[src/rtl/pfd_pkg.sv]
package pfd_pkg;
  localparam int CUR_W = 2;

  typedef struct packed {
    logic [CUR_W-1:0] cur;
    logic             off;
  } pump_cfg_t;
endpackage

[src/rtl/pfd_edge_rise.sv]
module pfd_edge_rise #(
  parameter int STAGES = 2
) (
  input  logic clk,
  input  logic rst_n,
  input  logic din,
  output logic rise
);
  logic [STAGES-1:0] sync_q;
  logic              last_q;

  always_ff @(posedge clk) begin
    if (!rst_n) begin
      sync_q <= '0;
      last_q <= 1'b0;
    end else begin
      sync_q <= {sync_q[STAGES-2:0], din};
      last_q <= sync_q[STAGES-1];
    end
  end

  assign rise = sync_q[STAGES-1] & ~last_q;
endmodule

[src/rtl/pfd_core.sv]
module pfd_core (
  input  logic clk,
  input  logic rst_n,
  input  logic ref_rise,
  input  logic fb_rise,
  input  logic pump_off,
  output logic up,
  output logic dn,
  output logic cmp_evt,
  output logic quiet
);
  logic up_nx, dn_nx, both;

  always_comb begin
    up_nx = up | ref_rise;
    dn_nx = dn | fb_rise;
    both  = up_nx & dn_nx;
  end

  always_ff @(posedge clk) begin
    if (!rst_n || pump_off) begin
      up <= 1'b0;
      dn <= 1'b0;
    end else if (both) begin
      up <= 1'b0;
      dn <= 1'b0;
    end else begin
      up <= up_nx;
      dn <= dn_nx;
    end
  end

  assign cmp_evt = both & ~pump_off;
  assign quiet   = ~(up | dn | ref_rise | fb_rise);

  AST_NO_OVERLAP: assert property (@(posedge clk) disable iff (!rst_n)
    !(up && dn));
  AST_OFF_QUIET: assert property (@(posedge clk) disable iff (!rst_n)
    pump_off |-> (!up && !dn));
  AST_UP_CAUSE: assert property (@(posedge clk) disable iff (!rst_n)
    $rose(up) |-> $past(ref_rise));
  AST_DN_CAUSE: assert property (@(posedge clk) disable iff (!rst_n)
    $rose(dn) |-> $past(fb_rise));
endmodule

[src/rtl/pfd_cfg_hold.sv]
module pfd_cfg_hold
  import pfd_pkg::*;
(
  input  logic      clk,
  input  logic      rst_n,
  input  logic      wr_done,
  input  pump_cfg_t cfg_in,
  input  logic      quiet,
  input  logic      up,
  input  logic      dn,
  output pump_cfg_t cfg_out
);
  pump_cfg_t pend_q;
  logic      pend_v;
  logic      apply;

  assign apply = pend_v & quiet;

  always_ff @(posedge clk) begin
    if (!rst_n) begin
      pend_q  <= '0;
      pend_v  <= 1'b0;
      cfg_out <= '0;
    end else begin
      if (wr_done) begin
        pend_q <= cfg_in;
        pend_v <= 1'b1;
      end else if (apply) begin
        pend_v <= 1'b0;
      end
      if (apply) cfg_out <= pend_q;
    end
  end

  AST_SEL_HOLD: assert property (@(posedge clk) disable iff (!rst_n)
    !$stable(cfg_out.cur) |-> (!up && !dn));
  AST_OFF_HOLD: assert property (@(posedge clk) disable iff (!rst_n)
    !$stable(cfg_out.off) |-> (!up && !dn));
endmodule

[src/rtl/pfd_lock_det.sv]
module pfd_lock_det #(
  parameter int LOCK_WIN   = 25,
  parameter int LOCK_COUNT = 7
) (
  input  logic clk,
  input  logic rst_n,
  input  logic active,
  input  logic cmp_evt,
  input  logic pump_off,
  output logic lock
);
  localparam int ERR_W  = $clog2(LOCK_WIN + 1);
  localparam int GOOD_W = $clog2(LOCK_COUNT + 1);
  localparam logic [ERR_W-1:0]  RUN_MAX = ERR_W'(LOCK_WIN);
  localparam logic [ERR_W:0]    WIN_LIM = (ERR_W+1)'(LOCK_WIN);
  localparam logic [GOOD_W-1:0] GOOD_MAX = GOOD_W'(LOCK_COUNT);
  localparam logic [GOOD_W-1:0] GOOD_LAST = GOOD_W'(LOCK_COUNT - 1);

  logic [ERR_W-1:0]  run_q;
  logic [GOOD_W-1:0] good_q;
  logic [ERR_W:0]    err;
  logic              in_win;

  assign err    = {1'b0, run_q} + {{ERR_W{1'b0}}, active};
  assign in_win = err < WIN_LIM;

  always_ff @(posedge clk) begin
    if (!rst_n || pump_off) begin
      run_q  <= '0;
      good_q <= '0;
      lock   <= 1'b0;
    end else begin
      if (cmp_evt) run_q <= '0;
      else if (active && run_q != RUN_MAX) run_q <= run_q + 1'b1;
      if (cmp_evt) begin
        if (in_win) begin
          if (good_q != GOOD_MAX) good_q <= good_q + 1'b1;
          lock <= (good_q >= GOOD_LAST);
        end else begin
          good_q <= '0;
          lock   <= 1'b0;
        end
      end
    end
  end

  AST_LOCK_ON_CMP: assert property (@(posedge clk) disable iff (!rst_n)
    $rose(lock) |-> $past(cmp_evt));
  AST_WIDE_UNLOCKS: assert property (@(posedge clk) disable iff (!rst_n)
    (cmp_evt && !in_win) |=> !lock);
  AST_OFF_NO_LOCK: assert property (@(posedge clk) disable iff (!rst_n)
    (pump_off && $past(pump_off)) |-> !lock);
endmodule

[src/rtl/pfd_lock_top.sv]
module pfd_lock_top
  import pfd_pkg::*;
#(
  parameter int SYNC_STAGES = 2,
  parameter int LOCK_WIN    = 25,
  parameter int LOCK_COUNT  = 7
) (
  input  logic             clk,
  input  logic             rst_n,
  input  logic             ref_in,
  input  logic             fb_in,
  input  logic [CUR_W-1:0] cfg_cur_sel,
  input  logic             cfg_tristate,
  input  logic             cfg_wr_done,
  output logic             pump_up,
  output logic             pump_dn,
  output logic [CUR_W-1:0] pump_cur_sel,
  output logic             pump_tristate,
  output logic             lock
);
  localparam int NCH = 2;

  logic [NCH-1:0] raw_in;
  logic [NCH-1:0] rise;
  logic           cmp_evt, quiet;
  pump_cfg_t      cfg_req, cfg_now;

  assign raw_in = {fb_in, ref_in};

  for (genvar g = 0; g < NCH; g++) begin : g_sync
    pfd_edge_rise #(.STAGES(SYNC_STAGES)) u_edge (
      .clk (clk),
      .rst_n (rst_n),
      .din (raw_in[g]),
      .rise (rise[g])
    );
  end

  pfd_core u_core (
    .clk (clk),
    .rst_n (rst_n),
    .ref_rise (rise[0]),
    .fb_rise (rise[1]),
    .pump_off (cfg_now.off),
    .up (pump_up),
    .dn (pump_dn),
    .cmp_evt (cmp_evt),
    .quiet (quiet)
  );

  assign cfg_req.cur = cfg_cur_sel;
  assign cfg_req.off = cfg_tristate;

  pfd_cfg_hold u_cfg (
    .clk (clk),
    .rst_n (rst_n),
    .wr_done (cfg_wr_done),
    .cfg_in (cfg_req),
    .quiet (quiet),
    .up (pump_up),
    .dn (pump_dn),
    .cfg_out (cfg_now)
  );

  pfd_lock_det #(.LOCK_WIN(LOCK_WIN), .LOCK_COUNT(LOCK_COUNT)) u_lock (
    .clk (clk),
    .rst_n (rst_n),
    .active (pump_up | pump_dn),
    .cmp_evt (cmp_evt),
    .pump_off (cfg_now.off),
    .lock (lock)
  );

  assign pump_cur_sel  = cfg_now.cur;
  assign pump_tristate = cfg_now.off;
endmodule

[config.mk]
export PLATFORM = sky130hd
export DESIGN_NAME = pfd_lock_top
export DESIGN_NICKNAME = d
export VERILOG_FILES = /design/src/rtl/pfd_pkg.sv /design/src/rtl/pfd_edge_rise.sv /design/src/rtl/pfd_core.sv /design/src/rtl/pfd_cfg_hold.sv /design/src/rtl/pfd_lock_det.sv /design/src/rtl/pfd_lock_top.sv
export SDC_FILE = /design/constraint.sdc
export NUM_CORES = 1
export LEC_CHECK = 0
export ABC_CLOCK_PERIOD_IN_PS = 2300
export BUFFER_PORTS_ARGS = -buffer_cell sky130_fd_sc_hd__buf_2
export CAP_MARGIN = 15
export CORE_UTILIZATION = 40
export CTS_CLUSTER_DIAMETER = 80
export DETAILED_ROUTE_END_ITERATION = 16
export GPL_ROUTABILITY_DRIVEN = 0
export PLACE_DENSITY = 0.64
export SLEW_MARGIN = 20
export SYNTH_ARGS = -nofsm -noshare
export SYNTH_HDL_FRONTEND = slang
export SYNTH_HIERARCHICAL = 1
export SYNTH_SLANG_ARGS = --single-unit
[constraint.sdc]
create_clock -name clk -period 2.3 [get_ports clk]
set_input_delay 0.115 -clock clk [delete_from_list [all_inputs] [get_ports clk]]
set_output_delay 0.115 -clock clk [all_outputs]
set_load 0.005 [all_outputs]
==> flow_metrics.tcl, run 1 <==
set metrics [dict create \
    outcome "finished clean" \
    antenna_cells_inserted 0 \
    multi_input_area_sq_um 608.1 \
    via_per_inst 5.360 \
    cts_tree "done" \
    power_frac_comb 0.095 \
    syn_avg_cell_area_sq_um 9.942 \
    rr_startpoint "u_core/dn" \
    power.switching_uw 178.6 \
    setup-tns-final_ps 0 \
    leakage_uw 0.0005487 \
    fillers 240 \
    ant_nets 0 \
    arrival_ps 2380 \
    yosysMostFrequentCell "dfxtp_1" \
    drive_above_1_share 0.2366 \
    start_util 0.4336 \
    die_y_microns 54.53 \
    drcViolationCount 0 \
    period_needed_ps 2130 \
    crit_path_max_fanout 3 \
    internal_power_uw 645.7 \
    synth_area_leaders "dfxtp_1, ha_1, and2_1" \
    clock_skew_ps 2.428 \
    async_flop_share 0 \
    die_w_microns 54.53 \
    ys.flop_type "dfxtp_1" \
    slew_headroom 0.5347 \
    areaGrowthSynthToFinish_pct 18.25 \
    r2r_cells 8 \
    finalHoldViolations 0 \
    synthesis.nets 126 \
    synth_edf_count 0 \
    io_pins 14 \
    ir_drop_mv 0.5267 \
    cp-end-kind "register" \
    seq_power_share 0.536 \
    min_from "cfg_tristate" \
    rows 18 \
    required_ps 2550 \
    grt_pass1_wl_mm 3.111 \
    io_buffers 13 \
    die_area_sq_um 2973 \
    drt_iter0_drc 12 \
    register_area_sq_um 480.5 \
    synthTopCellsByCount "dfxtp_1, nand2_1, and2_1, ha_1, nor3_1" \
    dp_hpwl_mm 1.442 \
    p_per_area_nw_per_um2 631.6 \
    finalSetupViolations 0 \
    synth_top_cell_by_area "dfxtp_1" \
    clock_power_share 0.369 \
    netlist_instances 111 \
    clock-root-buffer "clkbuf_4" \
    synth-seq-cells 24 \
    worst_slew_pin_slew_ps 691.6 \
    fmax_ghz 0.4694 \
    overflow 0 \
    min_path_cells 3 \
    r2r_slack_ps 170 \
    hp-class "in2reg" \
    grt_max_degree 20 \
    synth_area_sq_um 1104 \
    synth_top_area_share 0.4354 \
    yosys_warnings 6 \
    crit_slowest_cell "o31ai_4" \
    htree_levels 1 \
    r2r_end "u_lock/good_q[1]" \
    ys_seq_area_frac 0.4354 \
    max_cap_viol_count 0 \
    drt_wl_total_mm 1.952 \
    worstSetupPathType "reg2reg" \
    cp_cell_sequence "or2_1, ha_2, ha_4, o41ai_2, a31oi_1, o31ai_4, nand3_2, o22ai_1" \
    path_clk_slew_ps 130 \
    crit_path_start_kind "register" \
    nNetsFinal 147 \
    wl_per_cell_microns 12.12 \
    synth_cell_type_count 34 \
    cts-buffers-inserted 3 \
    clock_latency_ps 310 \
    grt_pass1_vias 739 \
    vias 863 \
    core-area_sq_um 2545 \
    cts_num_sinks 24 \
    post-route-period-util 0.9262 \
    rsz0062_at_grt "false" \
    drv_slew 0 \
    antenna_found_initial 0 \
    min_to "u_cfg/pend_q[0]" \
    grt_use_total 0.1474 \
    critical-path-max-stage-delay_ps 340 \
    dr.pass1.iters 4 \
    final_util 0.5128 \
    swShare 0.2166 \
    clockBufferDepth 2 \
]
cells in the final DEF (no fill, tap or decap), types with 2 or more instances in the layout:
cell	synthesis	layout
nand2_1	8	8
a21oi_1	3	3
nor4_1	3	3
o21ai_0	3	3
xor2_1	4	4
nor2b_4	2	2
nand3_1	3	2
nand2b_1	2	2
dfxtp_1	24	24
nand4_1	5	5
inv_1	3	3
and2_1	7	7
buf_4	1	4
dlygate4sd3_1	0	2
ha_1	7	5
buf_2	0	13
nor3_1	6	6
o22ai_1	3	3
clkbuf_4	0	3
mux2i_1	3	3
nor2b_1	4	4
nor2_1	5	5
through the flow:
step / hold slack, ps / worst slack (ps) / instances / instance area, sq um / power [uW]
floorplan: 236.7 / 79.77 / 111 / 1104 / 497.4
global placement: 323.4 / 115.3 / 155 / 1212 / 522.0
detailed placement: 327.1 / 33.88 / 155 / 1212 / 524.2
CTS: 49.19 / 10.98 / 161 / 1290 / 832.5
global route: 40.34 / 25.55 / 161 / 1305 / 859.9
finish: 56.82 / 169.7 / 161 / 1305 / 824.3
worst max-delay path by stage:
| stage | slack, ps | to | startpoint |
|---|---|---|---|
| after floorplan | 80 | u_lock/good_q[0] | u_core/dn |
| after global placement | 120 | u_lock/good_q[0] | u_core/dn |
| after detailed placement | 30 | u_lock/good_q[1] | u_core/dn |
| after CTS | 10 | u_lock/good_q[1] | u_core/dn |
| after global routing | 30 | u_lock/good_q[0] | u_core/dn |
| final | 170 | u_lock/good_q[1] | u_core/dn |
registers in the layout, summed over array words and instances, names as in the netlist, 2 cells and up:
signal,cells
u_cfg/cfg_out,3
g_sync.u_edge/last_q,2
u_lock/good_q,3
u_lock/run_q,5
u_cfg/pend_q,3
g_sync.u_edge/sync_q,4
area by class of cell:
cell class	instances	area share
clock buffer	3	0.01726
clock inverter	1	0.02301
inverter	3	0.008629
multi-input combinational	81	0.4660
sequential	24	0.3682
tap	30	0.02876
timing repair buffer	19	0.08821
power groups by stage:
stage | combinational, uW | sequential [uW] | clock, uW
final | 78.6 | 442 | 304
after CTS | 76.8 | 442 | 314
after floorplan | 47.9 | 450 | 0
after global placement | 71.7 | 450 | 0
after global routing | 87.0 | 444 | 329
after detailed placement | 73.6 | 451 | 0
per-layer routing:
layer / share of wire / routed length (microns) / GRT usage / vias up
li1: - / - / - / 440
met1: 0.49 / 959 / 0.1824 / 396
met2: 0.45 / 885 / 0.2337 / 23
met3: 0.039 / 77 / 0.06111 / 4
met4: 0.015 / 29 / 0.03846 / 0
met5: 0 / 0 / 0 / -
cell families (layout without fill, tap and decap cells):
group | Yosys count | count (layout) | synth area share
DFF | 24 | 24 | 0.4354
and+or+nand+nor | 50 | 50 | 0.2687
muxes | 3 | 3 | 0.02721
xor gates and xnor gates | 4 | 4 | 0.03174
adders and majority gates | 7 | 7 | 0.07936
AOI/OAI and AO/OA | 17 | 17 | 0.1259
buffers and inverters | 6 | 26 | 0.03174
what timing repair did:
item,CTS,global route
resized for setup,1,2
endpoints found under the setup margin,1,4
buffers inserted,0,0
hold buffers,2,0
hold endpoints to repair,2,0
pin swaps,0,2
worst max-delay path, delay by kind of cell, from the launching register on:
kind	cells	cell delay (ps)
and+or+nand+nor	2	370
DFF	1	330
AOI/OAI and AO/OA	4	930
adders and majority gates	2	450
(Power assumes the default switching activity.)
==> run 2, diff against run 1 <==
--- a/config.mk
+++ b/config.mk
@@ -8,10 +8,12 @@
 export ABC_CLOCK_PERIOD_IN_PS = 2300
 export BUFFER_PORTS_ARGS = -buffer_cell sky130_fd_sc_hd__buf_2
 export CAP_MARGIN = 15
+export CORE_MARGIN = 2
 export CORE_UTILIZATION = 40
 export CTS_CLUSTER_DIAMETER = 80
 export DETAILED_ROUTE_END_ITERATION = 16
 export GPL_ROUTABILITY_DRIVEN = 0
+export GPL_TIMING_DRIVEN = 0
 export PLACE_DENSITY = 0.64
 export SLEW_MARGIN = 20
 export SYNTH_ARGS = -nofsm -noshare
==> run 2 against run 1 <==
Critical endpoint unchanged. Sequential power is essentially flat. Core utilization is 1.8 points lower. Hold slack worse by 9.3 ps. Register-to-register slack worse by 50 ps. Die area rose by 7.5%. Fmax shrank 2.2%. Total power down 9.4%. Cell count is 1.9% higher. Setup slack got worse by 48 ps. Via count fell by 2.0%.
==> flow_metrics.tcl, run 2 (synthesis gave the netlist of run 1 again) <==
set metrics [dict create \
    min_to "u_cfg/pend_q[2]" \
    drt_wl_total_mm 1.866 \
    place_worst_setup_slack_ps -123.5 \
    crit_path_start_kind "register" \
    nNetsFinal 149 \
    leakage_uw 0.0005569 \
    cts_num_sinks 24 \
    cp-end-kind "register" \
    via_per_inst 5.159 \
    clock_skew_ps 0.7464 \
    outcome "finished clean" \
    clock_latency_ps 310 \
    final.setup.worst_slack_ps 122.2 \
    arrival_ps 2430 \
    ant_nets 0 \
    rr_startpoint "u_core/up" \
    htree_levels 1 \
    ir_drop_mv 0.4330 \
    drcViolationCount 0 \
    regMostFlops "u_lock/run_q" \
    dp_hpwl_mm 1.360 \
    crit_path_start "u_core/up" \
    dr.pass1.iters 4 \
    grt_pass1_vias 806 \
    grt_pass1_wl_mm 3.401 \
    holdWs_ps 47.52 \
    max_cap_viol_count 0 \
    die_area_sq_um 3195 \
    r2r_slack_ps 120 \
    cts_tree "done" \
    largest_reg_flops 5 \
    required_ps 2550 \
    slew_headroom 0.5369 \
    clockBufferDepth 2 \
    wl_per_cell_microns 11.38 \
    min_path_cells 3 \
    start_util 0.4108 \
    dp_cells 155 \
    top_regs "u_lock/run_q x5, g_sync.u_edge/sync_q x4" \
    core-area_sq_um 2686 \
    dr_wl_met2_microns 864 \
    die_y_microns 56.53 \
    worstSetupPathType "reg2reg" \
    io_buffers 13 \
    areaGrowthSynthToFinish_pct 20.52 \
    post-route-period-util 0.9469 \
    io_pins 14 \
    fin_area_sq_um 1330 \
    grt_max_degree 14 \
    worst_slew_pin_slew_ps 688.4 \
    final_common_cell "dfxtp_1" \
    drv_slew 0 \
    r2r_cells 8 \
    overflow 0 \
    fmax_ghz 0.4592 \
    cts-buffers-inserted 3 \
    post_layout_nonfiller_instances 164 \
    antenna_found_initial 0 \
    finalHoldViolations 0 \
    mostFrequentLayoutCells "dfxtp_1, buf_2, nand2_1" \
    grt_use_total 0.1353 \
    vias 846 \
    routed-wl-met3_microns 70 \
    min_from "cfg_cur_sel[1]" \
    drt_iter0_drc 42 \
    antenna_cells_inserted 0 \
    wl_met1_microns 898 \
    die_w_microns 56.53 \
    highest_layer "met4" \
    hp-class "in2reg" \
    rows 19 \
    finalSetupViolations 0 \
    p_per_area_nw_per_um2 561.3 \
    placed_cell_area_sq_um 1207 \
    crit_path_max_fanout 3 \
    clock-root-buffer "clkbuf_4" \
    drive_above_1_share 0.2782 \
    path_clk_slew_ps 130 \
    period_needed_ps 2178 \
    r2r_end "u_lock/good_q[1]" \
]
-- run 2: changes by cell type in the layout (fill, tap and decap cells not counted), sizes merged --
cell | before | now
buf | 17 | 18
clkbuf | 3 | 5
bufinv | 1 | 0
-- run 2: worst max path at each step --
stage,endpoint,cells past startpoint
finish,u_lock/good_q[1],8
CTS,u_lock/good_q[0],8
detailed placement,u_lock/good_q[0],8
global placement,u_lock/good_q[0],8
floorplan,u_lock/good_q[0],8
global route,u_lock/good_q[1],8
-- run 2: worst max-delay path, stage by stage, from the launching register on --
cell and delay (ps):
dfxtp_4 360, or2_4 270, ha_4 180, ha_4 220, o211a_1 220, and4b_1 200, o31ai_4 330, nand3_2 160
o22ai_1 180
-- run 2: timing repair --
| item | CTS | global route |
|---|---|---|
| setup buffers | 0 | 3 |
| gates cloned | 0 | 0 |
| endpoints found under the hold margin | 2 | 0 |
| hold buffers | 2 | 0 |
| pin swaps | 2 | 6 |
| gates resized for setup | 4 | 5 |
| setup endpoints to repair | 4 | 4 |
-- run 2: area by class of cell --
class | count | area [sq um]
plain buffers | 3 | 23.77
clock buffers | 4 | 36.28
fillers | 272 | 1356
inverters | 3 | 11.26
multi-input cells | 81 | 626.9
flip-flops and latches | 24 | 485.5
well taps | 31 | 38.79
repair buffers | 18 | 107.6
-- run 2: per-stage QoR --
step	total power, uW	utilization	setup TNS, ps
final	746.6	0.4951	0
after global routing	791.9	0.4951	-3.908
after CTS	752.1	0.4783	0
after detailed placement	520.3	0.4495	-364.5
after global placement	516.6	0.4495	-176.9
after floorplan	497.4	-	0
-- run 2: report_power, final --
part	switching, uW	leakage, uW	internal, uW
registers	11.8	0.000197	430
clock network	124	0.0000210	96.8
logic	40.2	0.000339	43.7
-- run 2: layer usage --
metal | vias up | global-route usage
met3 | 4 | 0.03456
li1 | 442 | -
met2 | 15 | 0.2110
met5 | - | 0
met1 | 385 | 0.1702
met4 | 0 | 0.07143
